==> src/rtl/lpd_rstctl_regs.sv <==
module lpd_rstctl_regs #(
  parameter int ADDR_W = 8,
  parameter int N_DMA  = 8
) (
  input  logic              clk,
  input  logic              rst_n,
  input  logic              bus_valid,
  input  logic              bus_write,
  input  logic [ADDR_W-1:0] bus_addr,
  input  logic [31:0]       bus_wdata,
  output logic [31:0]       bus_rdata,
  input  logic              irq_src,
  output logic              irq_o,
  output logic [1:0]        core_rst,
  output logic [1:0]        core_off_req,
  output logic [1:0]        core_on_req,
  output logic [14:0]       per_rst,
  output logic [4:0]        per_cold_rst,
  output logic [N_DMA-1:0]  dma_rst,
  output logic [N_DMA-1:0]  dma_cold_rst
);

  localparam int IW        = ADDR_W - 2;
  localparam int IX_STAT   = 0;
  localparam int IX_MASK   = 1;
  localparam int IX_EN     = 2;
  localparam int IX_DIS    = 3;
  localparam int CLK_BASE  = 4;
  localparam int N_CLK     = 6;
  localparam int IX_CORE   = 16;
  localparam int PER_BASE  = 17;
  localparam int N_PER     = 15;
  localparam int N_LINK    = 5;
  localparam int DMA_IX    = 5;
  localparam logic [4:0]  CORE_WMASK = 5'h17;
  localparam logic [31:0] CLK_WMASK  = 32'h0203_FF07;
  localparam logic [31:0] CLK_INIT [N_CLK] = '{
    32'h0200_0300, 32'h0200_0800, 32'h0200_0A00,
    32'h0000_0C00, 32'h0000_0600, 32'h0200_0C00};

  logic [IW-1:0]        widx;
  logic                 aligned, wr;
  int                   wk;
  logic                 stat, mask;
  logic [4:0]           core_q, core_nv;
  logic [N_PER-1:0]     per_q;
  logic [N_LINK:0]      per_tog;
  logic [N_CLK*32-1:0]  clk_flat;
  logic [31:0]          rd_val;

  assign widx    = bus_addr[ADDR_W-1:2];
  assign aligned = (bus_addr[1:0] == 2'b00);
  assign wr      = bus_valid && bus_write && aligned;
  assign wk      = int'(widx);
  assign core_nv = bus_wdata[4:0] & CORE_WMASK;

  // interrupt group
  always_ff @(posedge clk or negedge rst_n) begin
    if (!rst_n) begin
      stat <= 1'b0;
      mask <= 1'b1;
    end else begin
      stat <= irq_src | (stat & ~(wr && wk == IX_STAT && bus_wdata[0]));
      if (wr && wk == IX_EN && bus_wdata[0])
        mask <= 1'b0;
      else if (wr && wk == IX_DIS && bus_wdata[0])
        mask <= 1'b1;
    end
  end

  assign irq_o = stat & ~mask;

  // clock-control storage
  for (genvar k = 0; k < N_CLK; k++) begin : g_clk
    logic [31:0] q;
    always_ff @(posedge clk or negedge rst_n) begin
      if (!rst_n)
        q <= CLK_INIT[k];
      else if (wr && wk == CLK_BASE + k)
        q <= bus_wdata & CLK_WMASK;
    end
    assign clk_flat[k*32 +: 32] = q;
  end

  // core resets: edge to request
  always_ff @(posedge clk or negedge rst_n) begin
    if (!rst_n) begin
      core_q       <= CORE_WMASK;
      core_off_req <= '0;
      core_on_req  <= '0;
    end else if (wr && wk == IX_CORE) begin
      core_off_req <= ~core_q[1:0] & core_nv[1:0];
      core_on_req  <= core_q[1:0] & ~core_nv[1:0];
      core_q       <= core_nv;
    end else begin
      core_off_req <= '0;
      core_on_req  <= '0;
    end
  end

  assign core_rst = core_q[1:0];

  // peripheral resets: any change pulses the linked ones
  always_ff @(posedge clk or negedge rst_n) begin
    if (!rst_n) begin
      per_q   <= '1;
      per_tog <= '0;
    end else begin
      per_tog <= '0;
      for (int i = 0; i < N_PER; i++) begin
        if (wr && wk == PER_BASE + i) begin
          per_q[i] <= bus_wdata[0];
          if (i <= N_LINK && bus_wdata[0] != per_q[i])
            per_tog[i] <= 1'b1;
        end
      end
    end
  end

  assign per_rst      = per_q;
  assign per_cold_rst = per_tog[N_LINK-1:0];
  assign dma_rst      = {N_DMA{per_q[DMA_IX]}};
  assign dma_cold_rst = {N_DMA{per_tog[DMA_IX]}};

  // read path
  always_comb begin
    rd_val = '0;
    if (aligned) begin
      if (wk == IX_STAT)
        rd_val = {31'b0, stat};
      else if (wk == IX_MASK)
        rd_val = {31'b0, mask};
      else if (wk >= CLK_BASE && wk < CLK_BASE + N_CLK)
        rd_val = clk_flat[(wk - CLK_BASE)*32 +: 32];
      else if (wk == IX_CORE)
        rd_val = {27'b0, core_q};
      else if (wk >= PER_BASE && wk < PER_BASE + N_PER)
        rd_val = {31'b0, per_q[wk - PER_BASE]};
    end
  end

  assign bus_rdata = (bus_valid && !bus_write) ? rd_val : 32'b0;

  AST_IRQ_ENABLED: assert property (@(posedge clk) disable iff (!rst_n)
    (wr && wk == IX_EN && bus_wdata[0] && stat) |=> irq_o);
  AST_SET_WINS: assert property (@(posedge clk) disable iff (!rst_n)
    irq_src |=> stat);
  AST_W1C: assert property (@(posedge clk) disable iff (!rst_n)
    (wr && wk == IX_STAT && bus_wdata[0] && !irq_src) |=> !stat);
  AST_MASK_RO: assert property (@(posedge clk) disable iff (!rst_n)
    (wr && wk == IX_MASK) |=> $stable(mask));
  AST_DIS_SILENCES: assert property (@(posedge clk) disable iff (!rst_n)
    (wr && wk == IX_DIS && bus_wdata[0]) |=> !irq_o);
  AST_CORE_OFF: assert property (@(posedge clk) disable iff (!rst_n)
    core_off_req == (core_rst & ~$past(core_rst)));
  AST_CORE_ON: assert property (@(posedge clk) disable iff (!rst_n)
    core_on_req == (~core_rst & $past(core_rst)));
  AST_PER_PULSE: assert property (@(posedge clk) disable iff (!rst_n)
    per_cold_rst == (per_rst[N_LINK-1:0] ^ $past(per_rst[N_LINK-1:0])));
  AST_DMA_PULSE: assert property (@(posedge clk) disable iff (!rst_n)
    dma_cold_rst == {N_DMA{dma_rst[0] ^ $past(dma_rst[0])}});
  AST_MISALIGNED: assert property (@(posedge clk) disable iff (!rst_n)
    (bus_valid && bus_write && !aligned) |=>
      ($stable(per_q) && $stable(core_q) && $stable(mask) && $stable(clk_flat)));
  AST_UNMAPPED: assert property (@(posedge clk) disable iff (!rst_n)
    (wr && wk >= PER_BASE + N_PER) |=>
      ($stable(per_q) && $stable(core_q) && $stable(mask) && $stable(clk_flat)));

endmodule

==> config.mk <==
export PLATFORM = sky130hd
export DESIGN_NAME = lpd_rstctl_regs
export DESIGN_NICKNAME = d
export VERILOG_FILES = /design/src/rtl/lpd_rstctl_regs.sv
export SDC_FILE = /design/constraint.sdc
export NUM_CORES = 1
export LEC_CHECK = 0
export ABC_CLOCK_PERIOD_IN_PS = 7100
export BUFFER_PORTS_ARGS = -buffer_cell sky130_fd_sc_hd__buf_2
export CELL_PAD_IN_SITES_DETAIL_PLACEMENT = 0
export CELL_PAD_IN_SITES_GLOBAL_PLACEMENT = 1
export CORE_MARGIN = 2
export CORE_UTILIZATION = 40
export CTS_BUF_LIST = sky130_fd_sc_hd__clkbuf_16
export CTS_CLUSTER_DIAMETER = 60
export DETAILED_ROUTE_END_ITERATION = 12
export PLACE_DENSITY = 0.75
export SLEW_MARGIN = 20
export SYNTH_ARGS = -nofsm -noshare
export SYNTH_HDL_FRONTEND = slang
export SYNTH_SLANG_ARGS = --single-unit
==> constraint.sdc <==
create_clock -name clk -period 7.1 [get_ports clk]
set_clock_uncertainty 0.2 [all_clocks]
set_input_delay 1.42 -clock clk [delete_from_list [all_inputs] [get_ports clk]]
set_output_delay 1.42 -clock clk [all_outputs]
set_load 0.03 [all_outputs]
==> results.sh <==
export IMPL_antenna_cells=0
export IMPL_avgSynthCellArea_um2=13.34
export IMPL_ant_nets=0
export IMPL_dieArea_um2=15700
export IMPL_fin_crit_sh_pct=78.42
export IMPL_io_buffers=85
export IMPL_core_area_um2=14480
export IMPL_post_cts_buffers=0
export IMPL_worst_pin_slew_ns=0.9645
export IMPL_vias_per_cell=5.252
export IMPL_drt_iter0_drc=181
export IMPL_clkSinkCount=115
export IMPL_clk_latency_ns=0.41
export IMPL_ios=120
export IMPL_synthCells=441
export IMPL_synth_cell_type_count=40
export IMPL_finalPower_w=0.001585
export IMPL_wl_um=12350
export IMPL_cts_tree="built"
export IMPL_whs_ns=0.2782
export IMPL_die_width_um=125.3
export IMPL_worst_ir_drop_vdd_mv=0.1543
export IMPL_maxCapViolations=0
export IMPL_cts_buffer_depth=2
export IMPL_grt_antenna_before_repair=0
export IMPL_setup_tns_ns=0
export IMPL_start_util_pct=40.64
export IMPL_yosysWarnings=0
export IMPL_grt_pass1_wl_um=20260
export IMPL_pre_cts_slack_ns=1.534
export IMPL_dr_pass1_iters=4
export IMPL_syn_to_final_growth_pct=15.20
export IMPL_grt_max_degree=87
export IMPL_hold_start="g_clk[2].q[17]$_DFFE_PN0P_"
export IMPL_grtUsageTotal_pct=16.52
export IMPL_fp_row_count=44
export IMPL_rrSetupSlack_ns=5.99
export IMPL_post_cts_resized=0
export IMPL_clkTransAtPathRegs_ns=0.05
export IMPL_final_setup_worst_slack_ns=1.532
export IMPL_min_path_type="reg -> reg"
export IMPL_numCtsBuffers=17
export IMPL_cp_common_cell="buf_2"
export IMPL_wl_per_cell_um=17.66
export IMPL_ys_seq_area_share_pct=49.65
export IMPL_finalNetCount=557
export IMPL_die_h_um=125.3
export IMPL_rsz0062_at_grt="false"
export IMPL_arrival_ns=3.95
export IMPL_timing_fmax_mhz=179.6
export IMPL_gp_congestion=0.7595
export IMPL_startpoint_type="input pin"
export IMPL_power_density_nw_per_um2=233.8
export IMPL_place_hpwl_um=8003
export IMPL_crit_required_ns=5.48
export IMPL_worstReg2RegEnd="per_tog[5]$_DFF_PN0_"
export IMPL_stdcell_count=699
export IMPL_num_vias=3671
export IMPL_p_leak_nw=3.326
export IMPL_drc=0
export IMPL_finalHoldViolations=0
export IMPL_whs_path_depth=1
export IMPL_max_stage_delay_ns=0.58
export IMPL_path_cells="buf_2 > inv_1 > ha_1 > xor2_1 > mux4_2 > and3_1 > o21ai_0 > a31oi_1 > buf_2"
export IMPL_layout_min_cycle_time_ns=5.568
export IMPL_cp_max_fo=21
export IMPL_synth_seq_cells=115
export IMPL_outcome="finished, final reports clean"
export IMPL_syn_area_um2=5884
export IMPL_endpoint_kind="primary output"
export IMPL_htree_levels=4
export IMPL_dp_cells=667
export IMPL_slew_violations=0
export IMPL_r2r_start="per_rst[5]$_DFFE_PN1P_"
export IMPL_whs_endpoint="g_clk[2].q[17]$_DFFE_PN0P_"
export IMPL_grt_pass1_vias=3818
export IMPL_reg2reg_depth=2
export IMPL_drive_above_1_share_pct=49.71
export IMPL_cts_root_buf="clkbuf_16"
export IMPL_slew_headroom_pct=35.47
export IMPL_crit_type="in -> out"
export IMPL_critPathSlowestCell="mux4_2"
export IMPL_cts_hold_buffers=0
export IMPL_grt_ovfl_total=0
export IMPL_finalSetupViolCount=0
worst max-delay path, delay by kind of cell:
kind,cells,cell delay [ns]
compound gates,2,0.31
xor+xnor,1,0.38
fa+ha+maj,1,0.23
buf+inv,3,0.85
mux,1,0.58
simple gates,1,0.18
flip-flops by register name (all words and copies together), names as in the netlist:
signal        flops
g_clk.q          84
per_rst          15
per_tog           6
core_q            4
core_off_req      2
core_on_req       2
mask              1
stat              1
worst max path at each step:
| stage | startpoint | to | slack, ns |
|---|---|---|---|
| 2_1_floorplan | bus_addr[3] | bus_rdata[0] | 1.82 |
| 3_3_place_gp | bus_addr[2] | bus_rdata[8] | 1.50 |
| 3_5_place_dp | bus_addr[2] | bus_rdata[8] | 1.53 |
| 4_1_cts | bus_addr[2] | bus_rdata[8] | 1.53 |
| 5_1_grt | bus_addr[2] | bus_rdata[8] | 1.31 |
| 6_report | bus_addr[3] | bus_rdata[0] | 1.53 |
per-stage QoR:
stage | utilization, % | area (um^2)
after floorplan | - | 5944
after global placement | 43.05 | 6233
after detailed placement | 43.05 | 6233
after CTS | 46.79 | 6775
after global routing | 46.82 | 6779
final | 46.82 | 6779
cell families after synthesis:
kind of cell,share of synthesized area [%]
adders and majority gates,2.126
buffers and inverters,6.974
DFF,49.65
AOI/OAI and AO/OA,3.827
xor gates and xnor gates,1.340
and+or+nand+nor,6.953
other,0.06373
muxes,29.07
metal layers:
metal / vias to the layer above / GRT usage [%] / wire, um
li1: 1678 / - / -
met1: 1854 / 21.48 / 5463
met2: 119 / 27.01 / 6063
met3: 20 / 4.108 / 666
met4: 0 / 5.882 / 152
met5: - / 0 / 0
final cells by class:
cell class | instances | area [um^2]
Tap cell | 184 | 230.2
Clock inverter | 15 | 116.4
Timing Repair Buffer | 88 | 454.2
Multi-Input combinational cell | 275 | 2613
Inverter | 5 | 18.77
Clock buffer | 17 | 425.4
Sequential cell | 115 | 2922
Fill cell | 1285 | 7700
cell usage after synthesis, drive strengths merged:
library cell | n | area [um^2]
inv | 5 | 18.77
and3 | 7 | 43.79
mux2i | 1 | 10.01
a22oi | 13 | 97.59
xnor2 | 8 | 70.07
ha | 10 | 125.1
a221oi | 1 | 8.760
nor2 | 26 | 97.59
mux4 | 17 | 382.9
a21o | 1 | 7.510
xor2 | 1 | 8.760
conb | 1 | 3.750
dfstp | 35 | 919.6
mux2 | 117 | 1318
nor3 | 3 | 26.28
o32a | 1 | 10.01
nand3 | 20 | 115.1
clkbuf | 11 | 42.54
nand2b | 2 | 12.51
nand4bb | 1 | 27.53
a22o | 2 | 17.52
dfrtp | 80 | 2002
nor3b | 5 | 37.54
buf | 51 | 349.1
nor4b | 1 | 15.01
or3 | 2 | 12.51
o31ai | 2 | 15.01
a211oi | 1 | 7.510
o21ai | 1 | 5.000
nand2 | 4 | 15.01
nor4 | 1 | 6.260
o211ai | 1 | 7.510
a21oi | 6 | 30.03
a31oi | 3 | 18.77
where the power goes:
| part | internal, W | total (W) | switching (W) |
|---|---|---|---|
| sequential | 0.000677 | 0.000686 | 0.00000882 |
| combinational | 0.0000422 | 0.000121 | 0.0000787 |
| clock | 0.000500 | 0.000778 | 0.000278 |
| total | 0.00122 | 0.00158 | 0.000365 |
layout by cell type, fill, tap and decap left out, types with 2 or more instances in the layout:
cell / instances
a21oi_1: 6
a22o_1: 2
a22oi_1: 13
a31oi_1: 3
and3_1: 7
buf_2: 84
buf_4: 3
bufinv_16: 2
clkbuf_16: 17
clkinv_1: 3
clkinv_2: 3
conb_1: 17
dfrtp_1: 80
dfstp_2: 35
ha_1: 10
inv_1: 11
mux2_1: 30
mux2_2: 87
mux4_2: 17
nand2_1: 4
nand2b_1: 2
nand3_1: 17
nand3_2: 3
nor2_1: 26
nor3_1: 2
nor3b_1: 5
o31ai_1: 2
or3_1: 2
xnor2_1: 8
(Power assumes the default switching activity.)
